[config.mk]
export PLATFORM = sky130hd
export DESIGN_NAME = burst_order_gen
export DESIGN_NICKNAME = d
export VERILOG_FILES = /design/src/rtl/burst_order_pkg.sv /design/src/rtl/burst_len_decode.sv /design/src/rtl/burst_cmd_slot.sv /design/src/rtl/beat_order_table.sv /design/src/rtl/beat_sequencer.sv /design/src/rtl/burst_order_gen.sv
export SDC_FILE = /design/constraint.sdc
export NUM_CORES = 1
export LEC_CHECK = 0
export BUFFER_PORTS_ARGS = -buffer_cell sky130_fd_sc_hd__buf_2
export CAP_MARGIN = 20
export CORE_MARGIN = 2
export CORE_UTILIZATION = 61
export CTS_CLUSTER_SIZE = 28
export DETAILED_ROUTE_END_ITERATION = 12
export PLACE_DENSITY = 0.82
export SLEW_MARGIN = 20
export SYNTH_ARGS = -nofsm -noshare
export SYNTH_HDL_FRONTEND = slang
export SYNTH_HIERARCHICAL = 1
export SYNTH_SLANG_ARGS = --single-unit
[constraint.sdc]
create_clock -name clk -period 7.3 [get_ports clk]
set_input_delay 1.095 -clock clk [delete_from_list [all_inputs] [get_ports clk]]
set_output_delay 1.095 -clock clk [all_outputs]
set_load 0.03 [all_outputs]
[src/rtl/burst_order_pkg.sv]
package burst_order_pkg;

   typedef enum logic [1:0] {
      LEN_FIXED8   = 2'b00,
      LEN_PERCMD   = 2'b01,
      LEN_FIXED4   = 2'b10,
      LEN_RESERVED = 2'b11
   } len_code_e;

   typedef struct packed {
      logic write;
      logic chop;
      logic ilv;
      logic err;
   } burst_mode_t;

endpackage

[src/rtl/burst_len_decode.sv]
module burst_len_decode
   import burst_order_pkg::*;
(
   input  logic [1:0] len_code,
   input  logic       cmd_chop,
   output logic       chop,
   output logic       err
);

   len_code_e code;

   always_comb begin
      code = len_code_e'(len_code);
      chop = 1'b0;
      err  = 1'b0;
      unique case (code)
         LEN_FIXED8:   chop = 1'b0;
         LEN_PERCMD:   chop = cmd_chop;
         LEN_FIXED4:   chop = 1'b1;
         LEN_RESERVED: err  = 1'b1;
         default:      chop = 1'b0;
      endcase
   end

   always_comb begin
      assert_rsvd_full_R9: assert (!(err && chop))
         else $error("reserved length code produced a chop");
   end

endmodule

[src/rtl/burst_cmd_slot.sv]
module burst_cmd_slot
   import burst_order_pkg::*;
#(
   parameter int IDX_W = 3
)(
   input  logic             clk,
   input  logic             rst_n,
   input  logic             cmd_valid,
   input  burst_mode_t      cmd_mode,
   input  logic [IDX_W-1:0] cmd_start,
   input  logic             seq_free,
   output logic             launch_valid,
   output burst_mode_t      launch_mode,
   output logic [IDX_W-1:0] launch_start
);

   logic             held_q;
   burst_mode_t      held_mode_q;
   logic [IDX_W-1:0] held_start_q;
   logic             take_new;

   always_comb begin
      launch_valid = held_q ? seq_free : (cmd_valid && seq_free);
      launch_mode  = held_q ? held_mode_q  : cmd_mode;
      launch_start = held_q ? held_start_q : cmd_start;
      take_new     = cmd_valid && (held_q ? seq_free : !seq_free);
   end

   always_ff @(posedge clk) begin
      if (!rst_n) begin
         held_q       <= 1'b0;
         held_mode_q  <= '0;
         held_start_q <= '0;
      end else begin
         if (held_q && seq_free)
            held_q <= cmd_valid;
         else if (!held_q && cmd_valid && !seq_free)
            held_q <= 1'b1;
         if (take_new) begin
            held_mode_q  <= cmd_mode;
            held_start_q <= cmd_start;
         end
      end
   end

   property p_held_waits;
      @(posedge clk) disable iff (!rst_n)
         (held_q && !seq_free) |=> (held_q && $stable(held_start_q) && $stable(held_mode_q));
   endproperty
   assert_held_waits_R11: assert property (p_held_waits)
      else $error("held command changed before launch");

   property p_launch_only_free;
      @(posedge clk) disable iff (!rst_n)
         launch_valid |-> seq_free;
   endproperty
   assert_launch_free_R10: assert property (p_launch_only_free)
      else $error("launch while sequencer busy");

endmodule

[src/rtl/beat_order_table.sv]
module beat_order_table
   import burst_order_pkg::*;
#(
   parameter int BEATS = 8
)(
   input  burst_mode_t                          mode,
   input  logic [$clog2(BEATS)-1:0]             start,
   output logic [BEATS-1:0][$clog2(BEATS)-1:0]  idx_tab,
   output logic [BEATS-1:0]                     idle_tab
);

   localparam int IDX_W = $clog2(BEATS);
   localparam int GRP_W = IDX_W - 1;

   logic [IDX_W-1:0] eff_start;

   always_comb begin
      if (!mode.write)
         eff_start = start;
      else if (mode.chop)
         eff_start = {start[IDX_W-1], {GRP_W{1'b0}}};
      else
         eff_start = '0;
   end

   for (genvar k = 0; k < BEATS; k++) begin : g_slot
      localparam logic [IDX_W-1:0] K = IDX_W'(k);
      logic [IDX_W-1:0] seq_idx;
      logic [IDX_W-1:0] ilv_idx;
      logic             idle;

      always_comb begin
         seq_idx[IDX_W-1]   = eff_start[IDX_W-1] ^ K[IDX_W-1];
         seq_idx[GRP_W-1:0] = eff_start[GRP_W-1:0] + K[GRP_W-1:0];
         ilv_idx            = eff_start ^ K;
         idle               = mode.chop && K[IDX_W-1];
         idle_tab[k]        = idle;
         if (idle)
            idx_tab[k] = '0;
         else if (mode.ilv)
            idx_tab[k] = ilv_idx;
         else
            idx_tab[k] = seq_idx;
      end
   end

endmodule

[src/rtl/beat_sequencer.sv]
module beat_sequencer
   import burst_order_pkg::*;
#(
   parameter int BEATS = 8
)(
   input  logic                     clk,
   input  logic                     rst_n,
   input  logic                     launch_valid,
   input  burst_mode_t              launch_mode,
   input  logic [$clog2(BEATS)-1:0] launch_start,
   output logic                     seq_free,
   output logic                     beat_valid,
   output logic [$clog2(BEATS)-1:0] beat_idx,
   output logic                     beat_idle,
   output logic                     burst_done,
   output logic                     len_err
);

   localparam int               IDX_W = $clog2(BEATS);
   localparam logic [IDX_W-1:0] LAST  = IDX_W'(BEATS - 1);

   logic             active_q;
   logic [IDX_W-1:0] cnt_q;
   burst_mode_t      cur_mode_q;
   logic [IDX_W-1:0] cur_start_q;

   logic             nxt_active;
   logic [IDX_W-1:0] nxt_cnt;
   burst_mode_t      nxt_mode;
   logic [IDX_W-1:0] nxt_start;

   logic [BEATS-1:0][IDX_W-1:0] idx_tab;
   logic [BEATS-1:0]            idle_tab;

   assign seq_free = !active_q || (cnt_q == LAST);

   always_comb begin
      nxt_active = active_q;
      nxt_cnt    = cnt_q;
      nxt_mode   = cur_mode_q;
      nxt_start  = cur_start_q;
      if (launch_valid) begin
         nxt_active = 1'b1;
         nxt_cnt    = '0;
         nxt_mode   = launch_mode;
         nxt_start  = launch_start;
      end else if (active_q && cnt_q == LAST) begin
         nxt_active = 1'b0;
         nxt_cnt    = '0;
      end else if (active_q) begin
         nxt_cnt = cnt_q + 1'b1;
      end
   end

   beat_order_table #(.BEATS(BEATS)) i_table (
      .mode     (nxt_mode),
      .start    (nxt_start),
      .idx_tab  (idx_tab),
      .idle_tab (idle_tab)
   );

   always_ff @(posedge clk) begin
      if (!rst_n) begin
         active_q    <= 1'b0;
         cnt_q       <= '0;
         cur_mode_q  <= '0;
         cur_start_q <= '0;
         beat_valid  <= 1'b0;
         beat_idx    <= '0;
         beat_idle   <= 1'b0;
         burst_done  <= 1'b0;
         len_err     <= 1'b0;
      end else begin
         active_q    <= nxt_active;
         cnt_q       <= nxt_cnt;
         cur_mode_q  <= nxt_mode;
         cur_start_q <= nxt_start;
         beat_valid  <= nxt_active;
         beat_idx    <= nxt_active ? idx_tab[nxt_cnt] : '0;
         beat_idle   <= nxt_active && idle_tab[nxt_cnt];
         burst_done  <= nxt_active && (nxt_cnt == LAST);
         len_err     <= nxt_active && nxt_mode.err;
      end
   end

   property p_idle_blank;
      @(posedge clk) disable iff (!rst_n)
         beat_idle |-> (beat_valid && beat_idx == '0);
   endproperty
   assert_idle_blank_R7: assert property (p_idle_blank)
      else $error("idle slot with data index");

   property p_burst_continues;
      @(posedge clk) disable iff (!rst_n)
         (beat_valid && !burst_done) |=> beat_valid;
   endproperty
   assert_burst_continues_R2: assert property (p_burst_continues)
      else $error("burst ended before eighth slot");

   property p_done_in_burst;
      @(posedge clk) disable iff (!rst_n)
         burst_done |-> beat_valid;
   endproperty
   assert_done_in_burst_R2: assert property (p_done_in_burst)
      else $error("done pulse outside burst");

   property p_idle_tail;
      @(posedge clk) disable iff (!rst_n)
         (beat_idle && !burst_done) |=> beat_idle;
   endproperty
   assert_idle_tail_R6: assert property (p_idle_tail)
      else $error("idle tail interrupted");

   property p_err_steady;
      @(posedge clk) disable iff (!rst_n)
         (len_err && !burst_done) |=> len_err;
   endproperty
   assert_err_steady_R9: assert property (p_err_steady)
      else $error("length error flag dropped mid burst");

   property p_err_valid;
      @(posedge clk) disable iff (!rst_n)
         len_err |-> beat_valid;
   endproperty
   assert_err_valid_R9: assert property (p_err_valid)
      else $error("length error outside burst");

endmodule

[src/rtl/burst_order_gen.sv]
module burst_order_gen
   import burst_order_pkg::*;
#(
   parameter int BEATS = 8,
   localparam int IDX_W = $clog2(BEATS)
)(
   input  logic             clk,
   input  logic             rst_n,
   input  logic             cmd_valid,
   input  logic             cmd_write,
   input  logic             cmd_chop,
   input  logic [IDX_W-1:0] cmd_start,
   input  logic [1:0]       mode_len,
   input  logic             mode_ilv,
   output logic             beat_valid,
   output logic [IDX_W-1:0] beat_idx,
   output logic             beat_idle,
   output logic             burst_done,
   output logic             len_err
);

   if (BEATS < 4 || (BEATS & (BEATS - 1)) != 0) begin : g_bad_beats
      $error("BEATS must be a power of two of at least 4");
   end

   logic             dec_chop;
   logic             dec_err;
   burst_mode_t      in_mode;
   logic             seq_free;
   logic             launch_valid;
   burst_mode_t      launch_mode;
   logic [IDX_W-1:0] launch_start;

   burst_len_decode i_decode (
      .len_code (mode_len),
      .cmd_chop (cmd_chop),
      .chop     (dec_chop),
      .err      (dec_err)
   );

   always_comb begin
      in_mode.write = cmd_write;
      in_mode.chop  = dec_chop;
      in_mode.ilv   = mode_ilv;
      in_mode.err   = dec_err;
   end

   burst_cmd_slot #(.IDX_W(IDX_W)) i_slot (
      .clk          (clk),
      .rst_n        (rst_n),
      .cmd_valid    (cmd_valid),
      .cmd_mode     (in_mode),
      .cmd_start    (cmd_start),
      .seq_free     (seq_free),
      .launch_valid (launch_valid),
      .launch_mode  (launch_mode),
      .launch_start (launch_start)
   );

   beat_sequencer #(.BEATS(BEATS)) i_seq (
      .clk          (clk),
      .rst_n        (rst_n),
      .launch_valid (launch_valid),
      .launch_mode  (launch_mode),
      .launch_start (launch_start),
      .seq_free     (seq_free),
      .beat_valid   (beat_valid),
      .beat_idx     (beat_idx),
      .beat_idle    (beat_idle),
      .burst_done   (burst_done),
      .len_err      (len_err)
   );

   property p_first_beat;
      @(posedge clk) disable iff (!rst_n)
         (cmd_valid && !beat_valid) |=> beat_valid;
   endproperty
   assert_first_beat_R2: assert property (p_first_beat)
      else $error("no beat one cycle after strobe on idle block");

endmodule

==> results.md <==
* Status: finished, final reports clean
* Fin. max-slew vios at 0
* CP arrival at 4.93 ns
* Warnings, synthesis at 6
* IO Count at 18
* Worst setup margin at 2.624 ns
* Largest fanout on the critical path at 30
* Most frequent cells in the layout: dfxtp_1, nor2_1, buf_2, mux2_2
* Root buf cell: clkbuf_4
* Sequential share of the synthesized area at 25.19%
* Detail Route Antenna Nets at 0
* Area Overhead vs Synth at -1.763%
* CP max stage delay at 0.93 ns
* Cts bufs inserted at 3
* Post-Syn Instances at 235
* Dpl ws at 2.390 ns
* Share of cells above drive strength 1 at 22.12%
* Post-cts hold buffer count at 0
* Worst path required time at 7.56 ns
* CTS H-tree depth at 1
* Commonest non-fill, non-tap cell in the layout: dfxtp_1
* Diode count at 0
* Nets@finish at 244
* GP Congestion at 0.9027
* Routed length per instance at 13.94 microns
* Standard-cell rows at 20
* FMAX at 213.9 MHz
* Slew headroom at 40.33%
* Die H at 61.07 microns
* GRT Total Usage at 23.04%
* Top cell family by delay on the critical path: simple AND/OR/NAND/NOR gates
* Clk_skew at 0.002316 ns
* Max Root-Sink Buffers at 2
* Largest net degree at the start of global routing at 31
* Netlist Area Pre-Place at 0.001987 sq mm
* Slew @ Worst Pin at 0.8938 ns
* Die area at 0.003730 sq mm
* Startpoint types: register
* VDD IR max at 0.0001244 V
* Buf/Inv on CP at 4
* Post-CTS sizing at 0
* Placed cells at 266
* Area of the core at 0.003078 sq mm
* RSZ-0062 raised after global routing: false
* Slowest-stage cell, CP: dfxtp_1
* Critical path class: register to register
* Gr ovfl total at 0
* Syn_area_per_cell at 8.455 sq um
* DR iter-0 viols at 47
* Largest area contributor in the netlist: dfxtp_1
* Layout Cells excl Fill at 270
* Tcrit/Tclk final at 64.05%
* CTS tree: built
* Starting Density at 64.55%
* Pre-antenna DRT Iters at 4
* Hold Crit Class: register to register
* # clock sinks at 25
* Dpl hpwl at 2680 microns
* Synth top area share at 25.19%
* Min Tclk post-route at 4.676 ns
* Drc violations at 0
* Max-cap viol count at 0
* CP Cell Sequence: ha_1, ha_1, nand2b_1, inv_1, nor2_4, mux2_2, inv_2, nand2_4, inv_2, mux2_4, clkinv_2, nor2_1, or4b_1, nand3_1, o2111ai_1, o211ai_1
* Hold Violations, Final at 0
* Cell variety after synth at 51
* PwrDens at 174.8 mW/mm^2
* Setup TNS at 0 ns
* First-pass GRT wire length at 6541 microns
* P_leak at 0.0008213 uW
* Via density at 5.870
* Synth Register Bits at 25
* Vias at 1,585
* Vias in the first global route at 1,493
* Die Wd at 61.07 microns
* Crit end category: register
* Ranking of synthesized cells by area: dfxtp_1, mux2_2, buf_4
* Worst-skew pair later-pin latency at 0.32 ns
* Initial antenna violation count at 0
* Setup bufs post-CTS at 0
* Total wire length at 3763 microns
* Setup violators final at 0
* Reg clk slew, reported paths at 0.14 ns
* PortBufs at 17
## state kept, by name (all words and copies together) (netlist names)
register and cells:
i_seq/active_q 1, i_seq/beat_idle 1, i_seq/beat_idx 3, i_seq/cnt_q 3, i_slot/held_q 1, i_seq/burst_done 1, i_slot/held_mode_q 4, i_seq/cur_mode_q 4
i_seq/cur_start_q 3, i_seq/len_err 1, i_slot/held_start_q 3
## tightest hold or removal path: cells and delay by family, from the launching register on
family | cells | cell delay [ns]
multiplexers | 1 | 0.06
flip-flops | 1 | 0.35
AND/OR/NAND/NOR | 1 | 0.09
## routing by layer
| metal | global-route usage (%) | part of all wire [%] | up-vias | routed length (microns) |
|---|---|---|---|---|
| met5 | 0 | 0 | - | 0 |
| met4 | 9.006 | 1.4 | 0 | 53 |
| met3 | 2.731 | 7.2 | 7 | 270 |
| met2 | 36.47 | 47 | 61 | 1772 |
| met1 | 32.04 | 44 | 727 | 1668 |
| li1 | - | - | 790 | - |
## logic make-up after synthesis
group | synth area share [%]
adders and majority gates | 3.778
AOI/OAI and AO/OA | 18.45
and+or+nand+nor | 24.18
muxes | 14.23
buffers and inverters | 13.98
other | 0.1887
DFF | 25.19
## power breakdown
part           total [uW]  switching [uW]  internal [uW]
Clock                64.6            43.7           20.9
Sequential            155            10.2            145
Combinational         121            66.1           55.2
Total                 341             120            221
## final cells by class
type / count / area, sq um
Fill cell: 294 / 1126
Multi-Input combinational cell: 166 / 1227
Clock buffer: 3 / 22.52
Inverter: 14 / 53.80
Clock inverter: 1 / 7.507
Tap cell: 44 / 55.05
Sequential cell: 25 / 500.5
Timing Repair Buffer: 17 / 85.08
## through the flow
step	hold slack (ns)	total power [uW]	cell area (sq um)	utilization, %
final	0.5285	341.2	1952	63.41
after global placement	0.4885	275.0	1917	62.28
after CTS	0.5329	341.9	1947	63.25
after detailed placement	0.4997	277.3	1917	62.28
after global routing	0.5771	366.1	1952	63.41
after floorplan	0.4766	272.3	1998	-
## cell usage after synthesis (all sizes together)
master,count
buf,31
dfxtp,25
nor2,20
mux2,15
inv,13
mux2i,11
and2,9
nand3,9
nor2b,9
o21ai,8
nand2b,7
ha,6
a21oi,5
nand2,5
nor3b,5
o31ai,5
o22ai,4
o311a,4
a311o,3
a31oi,3
and3,3
nor4,3
o211a,3
o21ba,3
o21bai,3
or3,3
a21boi,2
and2b,2
clkbuf,2
nand3b,2
o21a,2
or3b,2
or4b,2
a211o,1
a21o,1
clkinv,1
conb,1
o2111ai,1
o211ai,1
## final timing paths
| check | from | endpoint | slack [ns] | cells after the start |
|---|---|---|---|---|
| min | i_slot/held_start_q[1] | i_slot/held_start_q[1] | 0.53 | 2 |
| max | i_seq/cnt_q[0] | i_seq/beat_idx[1] | 2.62 | 16 |
| max reg2reg | i_seq/cnt_q[0] | i_seq/beat_idx[1] | 2.62 | 16 |
| min reg2reg | i_slot/held_start_q[1] | i_slot/held_start_q[1] | 0.53 | 2 |
(Power assumes the default switching activity.)
